===== src/rtl/i2cs_pkg.sv =====
`timescale 1ns/1ps
package i2cs_pkg;
  localparam int BYTE_W = 8;
  localparam int ADDR_W = 7;

  typedef enum logic [2:0] {
    ST_IDLE, ST_ADDR, ST_ADDR_ACK, ST_RX, ST_RX_ACK, ST_TX, ST_TX_ACK, ST_HOLD
  } eng_state_t;

  localparam logic [1:0] OFS_CTRL = 2'd0;
  localparam logic [1:0] OFS_STAT = 2'd1;
  localparam logic [1:0] OFS_DATA = 2'd2;

  localparam int B_EN   = 7;
  localparam int B_TXM  = 4;
  localparam int B_DONE = 7;
  localparam int B_AAS  = 6;
  localparam int B_SRW  = 2;
  localparam int B_RXAK = 0;

  function automatic logic addr_hit(input logic [BYTE_W-1:0] rx, input logic [ADDR_W-1:0] own);
    return rx[BYTE_W-1:1] == own;
  endfunction

  function automatic logic [BYTE_W-1:0] shift_in(input logic [BYTE_W-1:0] cur, input logic b);
    return {cur[BYTE_W-2:0], b};
  endfunction

  function automatic logic bus_start(input logic scl_p, scl_n, sda_p, sda_n);
    return scl_p & scl_n & sda_p & ~sda_n;
  endfunction

  function automatic logic bus_stop(input logic scl_p, scl_n, sda_p, sda_n);
    return scl_p & scl_n & ~sda_p & sda_n;
  endfunction
endpackage


===== src/rtl/i2cs_sync.sv =====
`timescale 1ns/1ps
module i2cs_sync #(
  parameter int W      = 2,
  parameter int STAGES = 2
) (
  input  logic         clk,
  input  logic         rst_n,
  input  logic [W-1:0] d,
  output logic [W-1:0] q
);
  logic [W-1:0] pipe [STAGES];

  for (genvar s = 0; s < STAGES; s++) begin : g_stage
    if (s == 0) begin : g_first
      always_ff @(posedge clk or negedge rst_n)
        if (!rst_n) pipe[s] <= '1;
        else        pipe[s] <= d;
    end else begin : g_next
      always_ff @(posedge clk or negedge rst_n)
        if (!rst_n) pipe[s] <= '1;
        else        pipe[s] <= pipe[s-1];
    end
  end

  assign q = pipe[STAGES-1];
endmodule


===== src/rtl/i2cs_edges.sv =====
`timescale 1ns/1ps
module i2cs_edges import i2cs_pkg::*; (
  input  logic clk,
  input  logic rst_n,
  input  logic scl_s,
  input  logic sda_s,
  output logic scl_rise,
  output logic scl_fall,
  output logic start_evt,
  output logic stop_evt
);
  logic scl_q, sda_q;

  always_ff @(posedge clk or negedge rst_n)
    if (!rst_n) begin
      scl_q <= 1'b1;
      sda_q <= 1'b1;
    end else begin
      scl_q <= scl_s;
      sda_q <= sda_s;
    end

  assign scl_rise  = ~scl_q & scl_s;
  assign scl_fall  = scl_q & ~scl_s;
  assign start_evt = bus_start(scl_q, scl_s, sda_q, sda_s);
  assign stop_evt  = bus_stop(scl_q, scl_s, sda_q, sda_s);
endmodule


===== src/rtl/i2cs_engine.sv =====
`timescale 1ns/1ps
module i2cs_engine import i2cs_pkg::*; #(
  parameter logic [ADDR_W-1:0] OWN_ADDR = 7'h3A
) (
  input  logic              clk,
  input  logic              rst_n,
  input  logic              en,
  input  logic              sda_s,
  input  logic              scl_rise,
  input  logic              scl_fall,
  input  logic              start_evt,
  input  logic              stop_evt,
  input  logic              tx_mode,
  input  logic              host_data_wr,
  input  logic              host_data_rd,
  input  logic [BYTE_W-1:0] wr_byte,
  output logic              sda_low,
  output logic              scl_low,
  output logic              byte_evt,
  output logic              addr_evt,
  output logic              rx_load,
  output logic [BYTE_W-1:0] rx_byte,
  output logic              rxak
);
  localparam int CW = $clog2(BYTE_W + 1);
  localparam logic [CW-1:0] CNT_FULL = CW'(BYTE_W);
  localparam logic [CW-1:0] CNT_LAST = CW'(BYTE_W - 1);

  eng_state_t        state;
  logic [CW-1:0]     cnt;
  logic [BYTE_W-1:0] shreg;

  always_ff @(posedge clk or negedge rst_n) begin
    if (!rst_n) begin
      state   <= ST_IDLE;
      cnt     <= '0;
      shreg   <= '0;
      sda_low <= 1'b0;
      rxak    <= 1'b0;
    end else if (!en) begin
      state   <= ST_IDLE;
      cnt     <= '0;
      sda_low <= 1'b0;
    end else if (start_evt) begin
      state   <= ST_ADDR;
      cnt     <= '0;
      sda_low <= 1'b0;
    end else if (stop_evt) begin
      state   <= ST_IDLE;
      sda_low <= 1'b0;
    end else begin
      unique case (state)
        ST_ADDR: begin
          if (scl_rise) begin
            shreg <= shift_in(shreg, sda_s);
            cnt   <= cnt + 1'b1;
          end else if (scl_fall && cnt == CNT_FULL) begin
            if (addr_hit(shreg, OWN_ADDR)) begin
              sda_low <= 1'b1;
              state   <= ST_ADDR_ACK;
            end else begin
              state   <= ST_IDLE;
            end
          end
        end
        ST_ADDR_ACK, ST_RX_ACK: begin
          if (scl_fall) begin
            sda_low <= 1'b0;
            state   <= ST_HOLD;
          end
        end
        ST_HOLD: begin
          if (tx_mode && host_data_wr) begin
            shreg   <= wr_byte;
            sda_low <= ~wr_byte[BYTE_W-1];
            cnt     <= '0;
            state   <= ST_TX;
          end else if (!tx_mode && host_data_rd) begin
            cnt     <= '0;
            state   <= ST_RX;
          end
        end
        ST_RX: begin
          if (scl_rise) begin
            shreg <= shift_in(shreg, sda_s);
            cnt   <= cnt + 1'b1;
          end else if (scl_fall && cnt == CNT_FULL) begin
            sda_low <= 1'b1;
            state   <= ST_RX_ACK;
          end
        end
        ST_TX: begin
          if (scl_fall) begin
            if (cnt == CNT_LAST) begin
              sda_low <= 1'b0;
              state   <= ST_TX_ACK;
            end else begin
              shreg   <= shreg << 1;
              sda_low <= ~shreg[BYTE_W-2];
              cnt     <= cnt + 1'b1;
            end
          end
        end
        ST_TX_ACK: begin
          if (scl_rise)      rxak  <= sda_s;
          else if (scl_fall) state <= ST_HOLD;
        end
        default: ;
      endcase
    end
  end

  logic ninth_state;
  assign ninth_state = (state == ST_ADDR_ACK) || (state == ST_RX_ACK) || (state == ST_TX_ACK);
  assign byte_evt = en && scl_fall && ninth_state;
  assign addr_evt = en && scl_fall && (state == ST_ADDR_ACK);
  assign rx_load  = en && scl_fall && (state == ST_RX) && (cnt == CNT_FULL);
  assign rx_byte  = shreg;
  assign scl_low  = (state == ST_HOLD);
endmodule


===== src/rtl/i2cs_target.sv =====
`timescale 1ns/1ps
module i2cs_target import i2cs_pkg::*; #(
  parameter logic [6:0] OWN_ADDR    = 7'h3A,
  parameter int         SYNC_STAGES = 2
) (
  input  logic       clk,
  input  logic       rst_n,
  input  logic [1:0] reg_addr,
  input  logic       reg_wr,
  input  logic       reg_rd,
  input  logic [7:0] reg_wdata,
  output logic [7:0] reg_rdata,
  output logic       irq,
  input  logic       scl_in,
  input  logic       sda_in,
  output logic       scl_pull_low,
  output logic       sda_pull_low
);
  logic scl_s, sda_s;
  logic scl_rise, scl_fall, start_evt, stop_evt;
  logic byte_evt, addr_evt, rx_load, rxak;
  logic [BYTE_W-1:0] rx_byte;

  logic en_q, txm_q, done_q, aas_q, srw_q;
  logic [BYTE_W-1:0] data_q;

  logic ctrl_wr, stat_wr, data_wr, data_rd, done_w1c;
  assign ctrl_wr  = reg_wr && (reg_addr == OFS_CTRL);
  assign stat_wr  = reg_wr && (reg_addr == OFS_STAT);
  assign data_wr  = reg_wr && (reg_addr == OFS_DATA);
  assign data_rd  = reg_rd && (reg_addr == OFS_DATA);
  assign done_w1c = stat_wr && reg_wdata[B_DONE];

  i2cs_sync #(.W(2), .STAGES(SYNC_STAGES)) u_sync (
    .clk(clk), .rst_n(rst_n), .d({scl_in, sda_in}), .q({scl_s, sda_s})
  );

  i2cs_edges u_edges (
    .clk(clk), .rst_n(rst_n), .scl_s(scl_s), .sda_s(sda_s),
    .scl_rise(scl_rise), .scl_fall(scl_fall),
    .start_evt(start_evt), .stop_evt(stop_evt)
  );

  i2cs_engine #(.OWN_ADDR(OWN_ADDR)) u_engine (
    .clk(clk), .rst_n(rst_n), .en(en_q), .sda_s(sda_s),
    .scl_rise(scl_rise), .scl_fall(scl_fall),
    .start_evt(start_evt), .stop_evt(stop_evt),
    .tx_mode(txm_q), .host_data_wr(data_wr), .host_data_rd(data_rd),
    .wr_byte(reg_wdata),
    .sda_low(sda_pull_low), .scl_low(scl_pull_low),
    .byte_evt(byte_evt), .addr_evt(addr_evt),
    .rx_load(rx_load), .rx_byte(rx_byte), .rxak(rxak)
  );

  always_ff @(posedge clk or negedge rst_n) begin
    if (!rst_n) begin
      en_q   <= 1'b0;
      txm_q  <= 1'b0;
      done_q <= 1'b0;
      aas_q  <= 1'b0;
      srw_q  <= 1'b0;
      data_q <= '0;
    end else begin
      if (ctrl_wr) begin
        en_q  <= reg_wdata[B_EN];
        txm_q <= reg_wdata[B_TXM];
      end
      if (byte_evt)      done_q <= 1'b1;
      else if (done_w1c) done_q <= 1'b0;
      if (addr_evt)                 aas_q <= 1'b1;
      else if (ctrl_wr || byte_evt) aas_q <= 1'b0;
      if (addr_evt) srw_q <= rx_byte[0];
      if (rx_load)      data_q <= rx_byte;
      else if (data_wr) data_q <= reg_wdata;
    end
  end

  always_comb begin
    reg_rdata = '0;
    unique case (reg_addr)
      OFS_CTRL: begin
        reg_rdata[B_EN]  = en_q;
        reg_rdata[B_TXM] = txm_q;
      end
      OFS_STAT: begin
        reg_rdata[B_DONE] = done_q;
        reg_rdata[B_AAS]  = aas_q;
        reg_rdata[B_SRW]  = srw_q;
        reg_rdata[B_RXAK] = rxak;
      end
      OFS_DATA: reg_rdata = data_q;
      default:  reg_rdata = '0;
    endcase
  end

  assign irq = done_q;
endmodule


===== config.mk =====
export PLATFORM = sky130hd
export DESIGN_NAME = i2cs_target
export DESIGN_NICKNAME = d
export VERILOG_FILES = /design/src/rtl/i2cs_pkg.sv /design/src/rtl/i2cs_sync.sv /design/src/rtl/i2cs_edges.sv /design/src/rtl/i2cs_engine.sv /design/src/rtl/i2cs_target.sv
export SDC_FILE = /design/constraint.sdc
export NUM_CORES = 1
export LEC_CHECK = 0
export BUFFER_PORTS_ARGS = -buffer_cell sky130_fd_sc_hd__buf_2
export CORE_ASPECT_RATIO = 2
export CORE_MARGIN = 2
export CORE_UTILIZATION = 25
export CTS_BUF_LIST = sky130_fd_sc_hd__clkbuf_4 sky130_fd_sc_hd__clkbuf_8 sky130_fd_sc_hd__clkbuf_16
export CTS_CLUSTER_DIAMETER = 40
export DETAILED_ROUTE_END_ITERATION = 8
export HOLD_SLACK_MARGIN = 0.06
export PLACE_DENSITY = 0.53
export SLEW_MARGIN = 20
export SYNTH_ARGS = -nofsm -noshare
export SYNTH_HDL_FRONTEND = slang
export SYNTH_SLANG_ARGS = --single-unit

===== constraint.sdc =====
create_clock -name clk -period 1.9 [get_ports clk]
set_clock_uncertainty 0.1 [all_clocks]
set_input_delay 0.57 -clock clk [delete_from_list [all_inputs] [get_ports clk]]
set_output_delay 0.57 -clock clk [all_outputs]
set_load 0.01 [all_outputs]

# Word level (Yosys, flattened, before mapping)
# Index checks and enable logic that the tools add are counted.
word_totals:
  out_inout_bits: 11
  input_bits: 16
  regBits: 36
classes:
  n_mux: 56
  n_bitwise: 15
  eq_ne: 35
  addsub: 1
  reduce_logical: 29
ops:
  columns: ["cell", "count"]
  rows:
  - ["two-way mux 8 bit", 6]
  - ["inequality test 5 x 4 -> 1 bit (second input constant)", 8]
  - ["two-way mux 3 bit", 13]
  - ["two-way mux 4 bit", 8]
  - ["one-hot mux 8 bit (3 select lines)", 1]
  - ["two-way mux 1 bit", 19]
  - ["one-hot mux 3 bit (6 select lines)", 1]
  - ["AND reduction 9 bit", 2]
  - ["inequality test 5 bit (second input constant)", 3]
  - ["logical AND 1 bit", 13]
  - ["== test 3 bit (second input constant)", 4]
  - ["one-hot mux 4 bit (3 select lines)", 1]
  - ["inequality test 9 x 4 -> 1 bit (second input constant)", 1]
  - ["inequality test 4 bit (second input constant)", 2]
  - ["inequality test 8 x 4 -> 1 bit (second input constant)", 1]
  - ["NOT 1 bit", 8]
  - ["one-hot mux 1 bit (2 select lines)", 4]
  - ["AND reduction 8 bit", 1]
  - ["bitwise AND 1 bit", 7]
  - ["== test 7 x 6 -> 1 bit (second input constant)", 1]
  - ["== test 3 x 2 -> 1 bit (second input constant)", 2]
  - ["inequality test 2 x 1 -> 1 bit (second input constant)", 3]
  - ["inequality test 6 x 4 -> 1 bit (second input constant)", 1]
  - ["AND reduction 6 bit", 1]
  - ["other kinds (20)", 25]

# Longest topological paths before layout
# Gate-level depths: netlist of the first run.
depth:
  ltp_word: 9
  ltp_mapped: 8
  mapped_depth_nobuf: 7

# By module
# Synthesis of the first run repeated with hierarchy kept, for this count alone.
hier_totals:
  hier_cells: 226
  hier_area_um2: 2180.8
by_module_without_submodules:
  columns: ["module", "instances", "area_each_um2", "cells_each"]
  rows:
  - ["i2cs_engine", 1, 1172.4, 135]
  - ["i2cs_target", 1, 803.3, 79]
  - ["i2cs_sync", 1, 120.1, 6]
  - ["i2cs_edges", 1, 85.1, 6]

# Least setup slack after synthesis of the first run
# Ideal clock, no wire load.
synth_timing:
  path_kind: "input -> register"
  from: "input port reg_addr[0]"
  to: "register u_engine.cnt[0]"
  setup_ps: 125
  path_buffers: 1
  path_stages: 8
  path_slack_ps: -193
  t_arrival_ps: 1868
  cell_sequence: "inv_1 > ha_1 > buf_2 > nand2_1 > o211a_1 > nor3_1 > o21ai_0 > mux2_2"
synth_via:
  elab_chain_len: 8
  word_cells_on_any_way: 12
  cone_classes: "eq/ne (2); mux (5); reduce/logical (5)"
synth_lines:
  columns: ["element", "line", "source"]
  rows:
  - ["start: declaration", "i2cs_target.sv:8", "input logic [1:0] reg_addr,"]
  - ["== test 2 bit (*)", "i2cs_target.sv:30, i2cs_target.sv:31", null]
  - ["logical AND 1 bit", "i2cs_target.sv:30", "assign data_wr = reg_wr && (reg_addr == OFS_DATA);"]
  - ["logical AND 1 bit", "i2cs_engine.sv:73", "if (tx_mode && host_data_wr) begin"]
  - ["two-way mux 4 bit", "i2cs_engine.sv:73", null]
  - ["one-hot mux 4 bit (3 select lines)", "i2cs_engine.sv:52", "unique case (state)"]
  - ["two-way mux 4 bit", "i2cs_engine.sv:48", "end else if (stop_evt) begin"]
  - ["two-way mux 4 bit", "i2cs_engine.sv:44", "end else if (start_evt) begin"]
  - ["two-way mux 4 bit", "i2cs_engine.sv:40", "end else if (!en) begin"]
  - ["end signal: assignment", "i2cs_engine.sv:56", "cnt <= cnt + 1'b1;"]
  - ["end signal: assignment", "i2cs_engine.sv:86", "cnt <= cnt + 1'b1;"]
  - ["end signal: assignment", "i2cs_engine.sv:100", "cnt <= cnt + 1'b1;"]
  - ["end: declaration", "i2cs_engine.sv:30", "logic [CW-1:0] cnt;"]
# Every way passes the cells marked *; elsewhere a longest branch is shown, timed or not. The select of a mux whose other input is x is not followed.
# A chain may end at the register's enable or synchronous reset.

# Worst setup path in the final report of the first run
layout_timing:
  from: "input port reg_addr[1]"
  to: "output port reg_rdata[7]"
layout_via:
  elab_chain_len: 2
  word_cells_on_any_way: 4
  cone_classes: "eq/ne (2); mux (1); reduce/logical (1)"
layout_lines:
  columns: ["element", "line", "source"]
  rows:
  - ["== test 2 bit (tied with other cells)", "i2cs_target.sv:80", "unique case (reg_addr)"]
  - ["one-hot mux 1 bit (3 select lines) (*)", "i2cs_target.sv:80", null]
  - ["end: declaration", "i2cs_target.sv:12", "output logic [7:0] reg_rdata,"]
# Every way passes the cells marked *; elsewhere a longest branch is shown, timed or not.

==> results of run 1 <==
## final cells by class
type | instances | area [µm²]
fill | 847 | 5140
multi-input combinational | 161 | 1290
sequential | 36 | 910
timing repair buffer | 71 | 572
clock buffer | 8 | 154
tap | 98 | 123
inverter | 8 | 45.0
## critical path, delay by kind of cell
| kind | cells | cell delay (ns) |
|---|---|---|
| and+or+nand+nor | 1 | 0.06 |
| buffers and inverters | 3 | 0.26 |
| adders and majority gates | 1 | 0.16 |
| AOI/OAI and AO/OA | 1 | 0.31 |
## registers in the layout (all words and copies together), names as in the netlist
register and count:
aas_q 1, data_q 8, en_q 1, irq 1, srw_q 1, txm_q 1, u_edges.scl_q 1, u_edges.sda_q 1
u_engine.cnt 4, u_engine.rx_byte 8, u_engine.rxak 1, u_engine.sda_low 1, u_engine.state 3, u_sync.pipe 2, u_sync.q 2
## layout by cell type, fill, tap and decap left out, types with 3 or more instances in the layout
master / n
buf_4: 37
dfrtp_1: 29
buf_2: 22
nor2_1: 15
mux2i_1: 15
a21oi_1: 14
nand2_1: 13
a21oi_2: 8
buf_6: 7
inv_1: 6
nor2b_1: 6
nor2_2: 6
clkbuf_16: 6
dfstp_2: 6
mux2_2: 5
nand3_1: 5
and2_1: 4
o21ai_0: 4
buf_12: 4
a22oi_2: 3
a31oi_1: 3
o21a_1: 3
o211ai_1: 3
ha_4: 3
ha_1: 3
## worst min path at each step
stage	cells past startpoint	slack [ns]	endpoint
2_1_floorplan	0	0.17	aas_q$_DFFE_PN0P_
3_3_place_gp	0	0.25	u_sync.q[0]$_DFF_PN1_
3_5_place_dp	0	0.25	u_sync.q[1]$_DFF_PN1_
4_1_cts	2	0.24	u_engine.state[0]$_DFFE_PN0P_
5_1_grt	0	0.26	u_sync.q[1]$_DFF_PN1_
6_report	2	0.23	u_engine.state[0]$_DFFE_PN0P_
## through the flow
step	util (%)	instances	hold slack (ns)	setup slack (ns)	power, mW
detailed placement	31.7	363	0.248	-0.310	1.29
global placement	31.7	363	0.246	-0.273	1.28
CTS	34.8	372	0.242	-0.186	2.18
global route	37.6	382	0.260	-0.214	2.35
floorplan	-	215	0.174	-0.0723	1.12
finish	37.6	382	0.226	-0.150	2.22
## what timing repair did
action,CTS,global route
cloned,0,1
endpoints found under the hold margin,0,0
setup buffers,2,9
endpoints found under the setup margin,20,22
resized for setup,22,38
pin swaps,10,13
## routing by layer
metal / vias to the layer above / share of wire (%) / track usage, %
met4: 0 / 4.0 / 8.06
met1: 943 / 35 / 13.0
met3: 13 / 2.2 / 1.65
met2: 39 / 59 / 27.0
met5: - / 0 / 0
li1: 916 / - / -
## power by group through the flow
stage	combinational (mW)	sequential, mW	clock (mW)
finish	0.409	0.958	0.852
global route	0.455	0.968	0.922
CTS	0.354	0.946	0.885
detailed placement	0.330	0.957	0
global placement	0.325	0.957	0
floorplan	0.197	0.920	0
## logic make-up after synthesis
| group | Yosys count | share of synthesized area (%) |
|---|---|---|
| XOR/XNOR | 1 | 0.414 |
| adder cells (fa/ha/maj) | 6 | 3.55 |
| AND/OR/NAND/NOR | 77 | 19.8 |
| multiplexers | 20 | 9.75 |
| buffers and inverters | 18 | 4.43 |
| flip-flops | 36 | 42.9 |
| AO/OA/AOI/OAI | 57 | 19.1 |
==> results.cfg, run 1 <==
[status]
outcome = finished, violations left
failed_checks = negative setup slack

[cts]
numCtsBuffers = 5
tritoncts = yes
cts_root_buffer = clkbuf_16
clk-insertion-delay-late_ns = 0.28
cts.path.max_buffers = 2
numClockSinks = 36
path_clk_slew_ns = 0.06
ctsHoldBuffers = 0
cts_max_level = 2

[worst_setup_path]
worst_r2r_endpoint = u_engine.state[1]$_DFFE_PN0P_
r2r_start = u_edges.scl_q$_DFF_PN1_
critPathKind = primary input to output pin
crit_path_start = reg_addr[1]
worstPathMaxFanout = 5
reg2reg_slack_ns = 0.01
required_ns = 1.23
critical_path_arrival_ns = 1.38
reg2regPathDepth = 6
cpMaxStageDelayCell = a222oi_1
end_kind = output pin
cpPeakStageDelay_ns = 0.31
cp-endpoint = reg_rdata[7]
start_kind = primary input
path_cells = buf_12 -> inv_8 -> ha_4 -> a222oi_1 -> nor2_1 -> buf_2

[floorplanning]
ios = 27
dieWidth_um = 69.1
fp-row-count = 47
fp.dieH_um = 134
start_util_pct = 25.7
core_mm2 = 0.00823
dieArea_mm2 = 0.00927

[timing]
worstMarginPinSlew_ns = 0.482
tns_ns = -0.798
rsz0062_at_grt = true
final.period_utilization_pct = 108
relSlewSlack_pct = 67.8
final_max_slew_viol_count = 0
hold_violations = 0
fmax_mhz = 488
finalSetupViolCount = 10
finalWorstSetupSlack_ns = -0.150
period_needed_ns = 2.05

[layout]
nets = 305
drive_above_1_share_pct = 46.1
design_area_mm2 = 0.00309
syn_to_final_growth_pct = 46.1
antenna-diode-count = 0

[pwr]
p_leak_nw = 1.43
p_sw_share_pct = 26.7
seqPwrFrac_pct = 43.2
ir_drop_mv = 0.370
p_comb_share_pct = 18.4
clkPwrFrac_pct = 38.4
intPower_mw = 1.63
p_per_area_mw_per_mm2 = 718
power.net_switching_uw = 592

[synth]
synth-edff-count = 0
seq_area_frac_synth_pct = 42.9
synth_top_cell_area_share_pct = 35.5
async_reset_ff_share_pct = 100
netlist_instances = 215
synth_commonest_cells = 30 x dfrtp_1, 23 x nor2_1, 20 x a21oi_1
syn_avg_cell_area_um2 = 9.85
yosysUniqueCellTypes = 51
ys_top_cells_by_area = dfrtp_1 35%, dfstp_2 7.4%, mux2i_1 7.1%
netlist.top_cell.by_area = dfrtp_1
synth_ff_type = dfrtp_1
yosysWarnings = 0
synth.most_common_cell = dfrtp_1
ys_seq_elements = 36
synth_nets = 237
synthesis.area_mm2 = 0.00212

[flow_run]
drv_cap = 0

[placement]
place_area_mm2 = 0.00261
portBuffers = 26
gp_congestion = 0.836
dp_hpwl_um = 4640

[routing]
ant_nets = 0
drt-total-wl_um = 6140
drtPass1Iterations = 4
wl_per_cell_um = 16.1
vias = 1911
via_per_inst = 5.00
drt_iter0_drc = 74
drc = 0

[grt]
antenna_found_initial = 0
grt_start_max_net_pins = 37
grt_use_total_pct = 13.7
grt_pass1_vias = 1968
grt_pass1_wl_um = 9920
gr-total-overflow = 0

[worst_hold_path]
hp-class = primary input to asynchronous set/reset pin
Note: power is estimated with default switching activity, not from simulation.
==> inputs of run 2 (changes only) <==
--- a/config.mk
+++ b/config.mk
@@ -14,7 +14,7 @@
 export DETAILED_ROUTE_END_ITERATION = 8
 export HOLD_SLACK_MARGIN = 0.06
 export PLACE_DENSITY = 0.53
-export SLEW_MARGIN = 20
+export SLEW_MARGIN = 10
 export SYNTH_ARGS = -nofsm -noshare
 export SYNTH_HDL_FRONTEND = slang
 export SYNTH_SLANG_ARGS = --single-unit
==> constraint.sdc (replaced) <==
create_clock -name clk -period 1.9 [get_ports clk]
set_clock_uncertainty 0.1 [all_clocks]
set_input_delay 0.475 -clock clk [delete_from_list [all_inputs] [get_ports clk]]
set_output_delay 0.475 -clock clk [all_outputs]
set_load 0.01 [all_outputs]
==> run 2 against run 1 <==
Compared with the run above: the run now ends clean; combinational power fell by 9.5%; via count down 2.9%; worst hold slack lost 0.098 ns; total power up 2.3%; sequential share of layout area grew 1.4 points.
==> results.cfg, run 2 (synthesis gave the netlist of run 1 again) <==
[timing]
rsz0062_at_grt = true
final.period_utilization_pct = 99.2
worstMarginPinSlew_ns = 0.468
relSlewSlack_pct = 68.8
final_max_slew_viol_count = 0
period_needed_ns = 1.89
finalWorstSetupSlack_ns = 0.0146
fmax_mhz = 530
finalSetupViolCount = 0
hold_violations = 0
tns_ns = 0

[placement]
gp_congestion = 0.848
portBuffers = 26
place_area_mm2 = 0.00264
pre_cts_ws_ns = -0.279
dp_hpwl_um = 4830
dp_cells = 366

[worst_setup_path]
r2r_start = u_sync.q[1]$_DFF_PN1_
reg2reg_slack_ns = 0.01
reg2regPathDepth = 7
critical_path_arrival_ns = 2.00
worstPathMaxFanout = 16
critPathKind = flip-flop to flip-flop
start_kind = flip-flop
worst_r2r_endpoint = u_engine.rx_byte[5]$_DFFE_PN0P_
end_kind = flip-flop
required_ns = 2.01

[layout]
nets = 299
drive_above_1_share_pct = 39.2
antenna-diode-count = 0
stdcell_count = 376
syn_to_final_growth_pct = 40.0
nFillCells = 854
final_common_cell = buf_4
final_cell_mix = 32 x buf_4, 27 x dfrtp_1, 24 x buf_2, 22 x nor2_1, 20 x a21oi_1
design_area_mm2 = 0.00296

[pwr]
power.net_switching_uw = 610
p_per_area_mw_per_mm2 = 766
seqPwrFrac_pct = 41.5
p_comb_share_pct = 16.3
p_sw_share_pct = 26.9
clkPwrFrac_pct = 42.3
p_total_mw = 2.27
p_leak_nw = 1.37
intPower_mw = 1.66
ir_drop_mv = 0.476

[routing]
wl_per_cell_um = 16.5
ant_nets = 0
drt-total-wl_um = 6200
drtPass1Iterations = 4
via_per_inst = 4.94
vias = 1856
drc = 0
drt_iter0_drc = 90

[floorplanning]
core_mm2 = 0.00823
start_util_pct = 25.7
dieArea_mm2 = 0.00927
fp-row-count = 47
ios = 27
fp.dieH_um = 134
dieWidth_um = 69.1

[worst_hold_path]
hp-class = primary input to asynchronous set/reset pin

[cts]
ctsHoldBuffers = 0
cts_root_buffer = clkbuf_16
clk-insertion-delay-late_ns = 0.29
tritoncts = yes
numCtsBuffers = 5
path_clk_slew_ns = 0.06
numClockSinks = 36
cts.path.max_buffers = 2
cts_max_level = 2

[grt]
grt_pass1_wl_um = 10200
grt_use_total_pct = 14.4
grt_pass1_vias = 1971
antenna_found_initial = 0
grt_start_max_net_pins = 37
gr-total-overflow = 0

[status]
outcome = finished, final reports clean

[flow_run]
drv_cap = 0
run 2: worst max-delay path by stage:
stage	to	depth (start not counted)	start	slack (ns)
after floorplan	u_engine.state[0]$_DFFE_PN0P_	8	reg_addr[0]	-0.09
after global placement	u_engine.cnt[0]$_DFFE_PN0P_	9	reg_addr[0]	-0.24
after detailed placement	u_engine.cnt[0]$_DFFE_PN0P_	9	reg_addr[0]	-0.28
after CTS	u_engine.cnt[3]$_DFFE_PN0P_	7	u_edges.scl_q$_DFF_PN1_	-0.02
after global routing	u_engine.rx_byte[6]$_DFFE_PN0P_	7	u_sync.q[1]$_DFF_PN1_	-0.06
final	u_engine.rx_byte[5]$_DFFE_PN0P_	7	u_sync.q[1]$_DFF_PN1_	0.01
run 2: critical path, stage by stage (launching register included):
cell      delay, ns
dfstp_2        0.58
and2b_2        0.20
o221ai_4       0.14
buf_6          0.15
nor4_4         0.30
buf_12         0.18
nor2_1         0.04
a21oi_1        0.12
run 2: layout make-up:
class / instances / area [µm²] / share of cell area [%]
clock buffer: 5 / 125 / 4.22
clock inverter: 3 / 42.5 / 1.44
inverter: 8 / 47.5 / 1.60
multi-input combinational: 161 / 1220 / 41.0
sequential: 36 / 912 / 30.8
tap: 98 / 123 / 4.14
timing repair buffer: 65 / 497 / 16.8
run 2: metrics by stage:
step / hold slack [ns] / util, %
CTS: 0.150 / 35.2
global placement: 0.245 / 32.0
finish: 0.128 / 36.0
floorplan: 0.0794 / -
global route: 0.180 / 36.0
detailed placement: 0.247 / 32.0
run 2: timing repair:
action,in CTS,in global routing
setup buffers,4,0
endpoints found under the setup margin,18,27
pin swaps,6,9
gates resized for setup,23,15
run 2: metal layers:
layer / global-route usage [%] / part of all wire, %
met1: 13.5 / 34
met2: 28.3 / 61
met3: 2.03 / 1.3
met4: 8.71 / 3.0
met5: 0 / 0
run 2: power by group through the flow:
stage               combinational, mW  sequential, mW  clock (mW)
finish                          0.370           0.941       0.960
global placement                0.329           0.956           0
floorplan                       0.198           0.920           0
CTS                             0.366           0.941       0.972
global route                    0.411           0.954        1.01
detailed placement              0.335           0.958           0
==> inputs of run 3 (changes only) <==
--- a/config.mk
+++ b/config.mk
@@ -5,15 +5,15 @@
 export SDC_FILE = /design/constraint.sdc
 export NUM_CORES = 1
 export LEC_CHECK = 0
-export BUFFER_PORTS_ARGS = -buffer_cell sky130_fd_sc_hd__buf_2
 export CORE_ASPECT_RATIO = 2
 export CORE_MARGIN = 2
 export CORE_UTILIZATION = 25
 export CTS_BUF_LIST = sky130_fd_sc_hd__clkbuf_4 sky130_fd_sc_hd__clkbuf_8 sky130_fd_sc_hd__clkbuf_16
 export CTS_CLUSTER_DIAMETER = 40
 export DETAILED_ROUTE_END_ITERATION = 8
+export DONT_BUFFER_PORTS = 1
 export HOLD_SLACK_MARGIN = 0.06
-export PLACE_DENSITY = 0.53
+export PLACE_DENSITY = 0.51
 export SLEW_MARGIN = 10
 export SYNTH_ARGS = -nofsm -noshare
 export SYNTH_HDL_FRONTEND = slang
==> run 3 against run 2 <==
Compared with the run above: worst hold slack worse by 0.043 ns; global-route usage is 0.84 points lower; highest routed layer unchanged; first-iteration DRC count is 53% lower; die area stayed put; critical path depth is 1 lower; register-to-register slack hardly changed; largest cell class unchanged; sequential cell count stayed put; combinational power is 16% lower; setup slack worse by 0.0044 ns.
==> results.cfg, run 3 (synthesis gave the netlist of run 1 again) <==
[cts]
cts_max_level = 2
numClockSinks = 36
clk-insertion-delay-late_ns = 0.29
cts.path.max_buffers = 2
path_clk_slew_ns = 0.06
tritoncts = yes
numCtsBuffers = 5
cts_root_buffer = clkbuf_16

[floorplanning]
start_util_pct = 25.7
fp.dieH_um = 134
ios = 27
dieArea_mm2 = 0.00927
dieWidth_um = 69.1
fp-row-count = 47
core_mm2 = 0.00823

[pwr]
ir_drop_mv = 0.519
p_leak_nw = 1.26
p_per_area_mw_per_mm2 = 756

[placement]
dp_hpwl_um = 4700
portBuffers = 0
gp_congestion = 0.841
dp_cells = 340
place_area_mm2 = 0.00249
pre_cts_ws_ns = -0.0860

[timing]
worstMarginPinSlew_ns = 0.355
finalSetupViolCount = 0
rsz0062_at_grt = true
hold_violations = 0
tns_ns = 0
final_max_slew_viol_count = 0
relSlewSlack_pct = 76.3
final.period_utilization_pct = 99.5
fmax_mhz = 529
period_needed_ns = 1.89
finalWorstSetupSlack_ns = 0.0103

[layout]
post-route-util_pct = 33.5
final_cell_mix = 36 x buf_4, 29 x dfrtp_1, 23 x nor2_1, 20 x a21oi_1, 15 x mux2i_1
antenna-diode-count = 0
drive_above_1_share_pct = 31.4
nFillCells = 863
nets = 276
final_common_cell = buf_4
design_area_mm2 = 0.00276
stdcell_count = 353
syn_to_final_growth_pct = 30.4

[worst_setup_path]
end_kind = flip-flop
critical_path_arrival_ns = 1.96
worstPathMaxFanout = 3
required_ns = 1.97
critPathKind = flip-flop to flip-flop
start_kind = flip-flop

[routing]
drt-total-wl_um = 6050
wl_per_cell_um = 17.1
vias = 1732
drtPass1Iterations = 4
drt_iter0_drc = 42
ant_nets = 0
via_per_inst = 4.91
drc = 0

[status]
outcome = finished, final reports clean

[grt]
grt_pass1_wl_um = 9480
grt_pass1_vias = 1802
antenna_found_initial = 0
gr-total-overflow = 0
grt_start_max_net_pins = 37
grt_use_total_pct = 13.5

[flow_run]
drv_cap = 0

[worst_hold_path]
hp-class = primary input to flip-flop
run 3: changes by cell type in the layout (fill, tap and decap cells not counted), sizes merged:
| cell | before | now |
|---|---|---|
| inv | 8 | 9 |
| buf | 65 | 41 |
| dlygate4sd3 | 0 | 1 |
| bufinv | 1 | 0 |
run 3: area by class of cell:
cell class	count	area (µm²)	share of cell area [%]
clock buffer	5	125	4.53
clock inverter	3	21.3	0.771
inverter	8	42.5	1.54
multi-input combinational	161	1180	42.9
sequential	36	910	33.0
tap	98	123	4.44
timing repair buffer	42	354	12.8
run 3: path summary, 6_finish.rpt:
check,from,to,slack (ns),cells after the start
min,scl_in,u_sync.pipe[3]$_DFF_PN1_,0.08,0
min in group asynchronous,rst_n,u_engine.cnt[2]$_DFFE_PN0P_,0.55,2
max in group asynchronous,rst_n,u_sync.pipe[3]$_DFF_PN1_,0.90,2
max,u_edges.scl_q$_DFF_PN1_,u_engine.cnt[0]$_DFFE_PN0P_,0.01,6
min reg2reg,u_sync.pipe[3]$_DFF_PN1_,u_sync.q[1]$_DFF_PN1_,0.26,0
max reg2reg,u_edges.scl_q$_DFF_PN1_,u_engine.cnt[0]$_DFFE_PN0P_,0.01,6
run 3: timing repair:
| item | CTS | global route |
|---|---|---|
| resized for setup | 11 | 7 |
| setup endpoints to repair | 15 | 22 |
| endpoints found under the hold margin | 36 | 0 |
| buffers inserted | 3 | 1 |
| pin swaps | 5 | 6 |
| hold buffers | 2 | 0 |
run 3: metal layers:
| layer | part of all wire, % | global-route usage, % |
|---|---|---|
| met5 | 0 | 0 |
| met4 | 3.3 | 7.95 |
| met3 | 2.6 | 2.85 |
| met2 | 60 | 26.4 |
| met1 | 35 | 12.4 |
run 3: per-stage QoR:
stage	total power, mW	hold slack, ns
finish	2.09	0.0846
global route	2.18	0.0712
CTS	2.11	0.0756
detailed placement	1.23	0.0805
global placement	1.22	0.0807
floorplan	1.12	0.0794
run 3: report_power, final:
part           internal [mW]  leakage [nW]  switching (mW)
registers              0.858         0.453          0.0818
clock network          0.488        0.0702           0.347
logic                  0.152         0.738           0.160
total                   1.50          1.26           0.589
run 3: critical path, cell delays in order, from the launching register on:
cell and delay, ns:
dfstp_2 0.56, buf_6 0.11, nand2_1 0.06, or4b_4 0.53, nand3_2 0.09, nor3_2 0.06, mux2_4 0.27
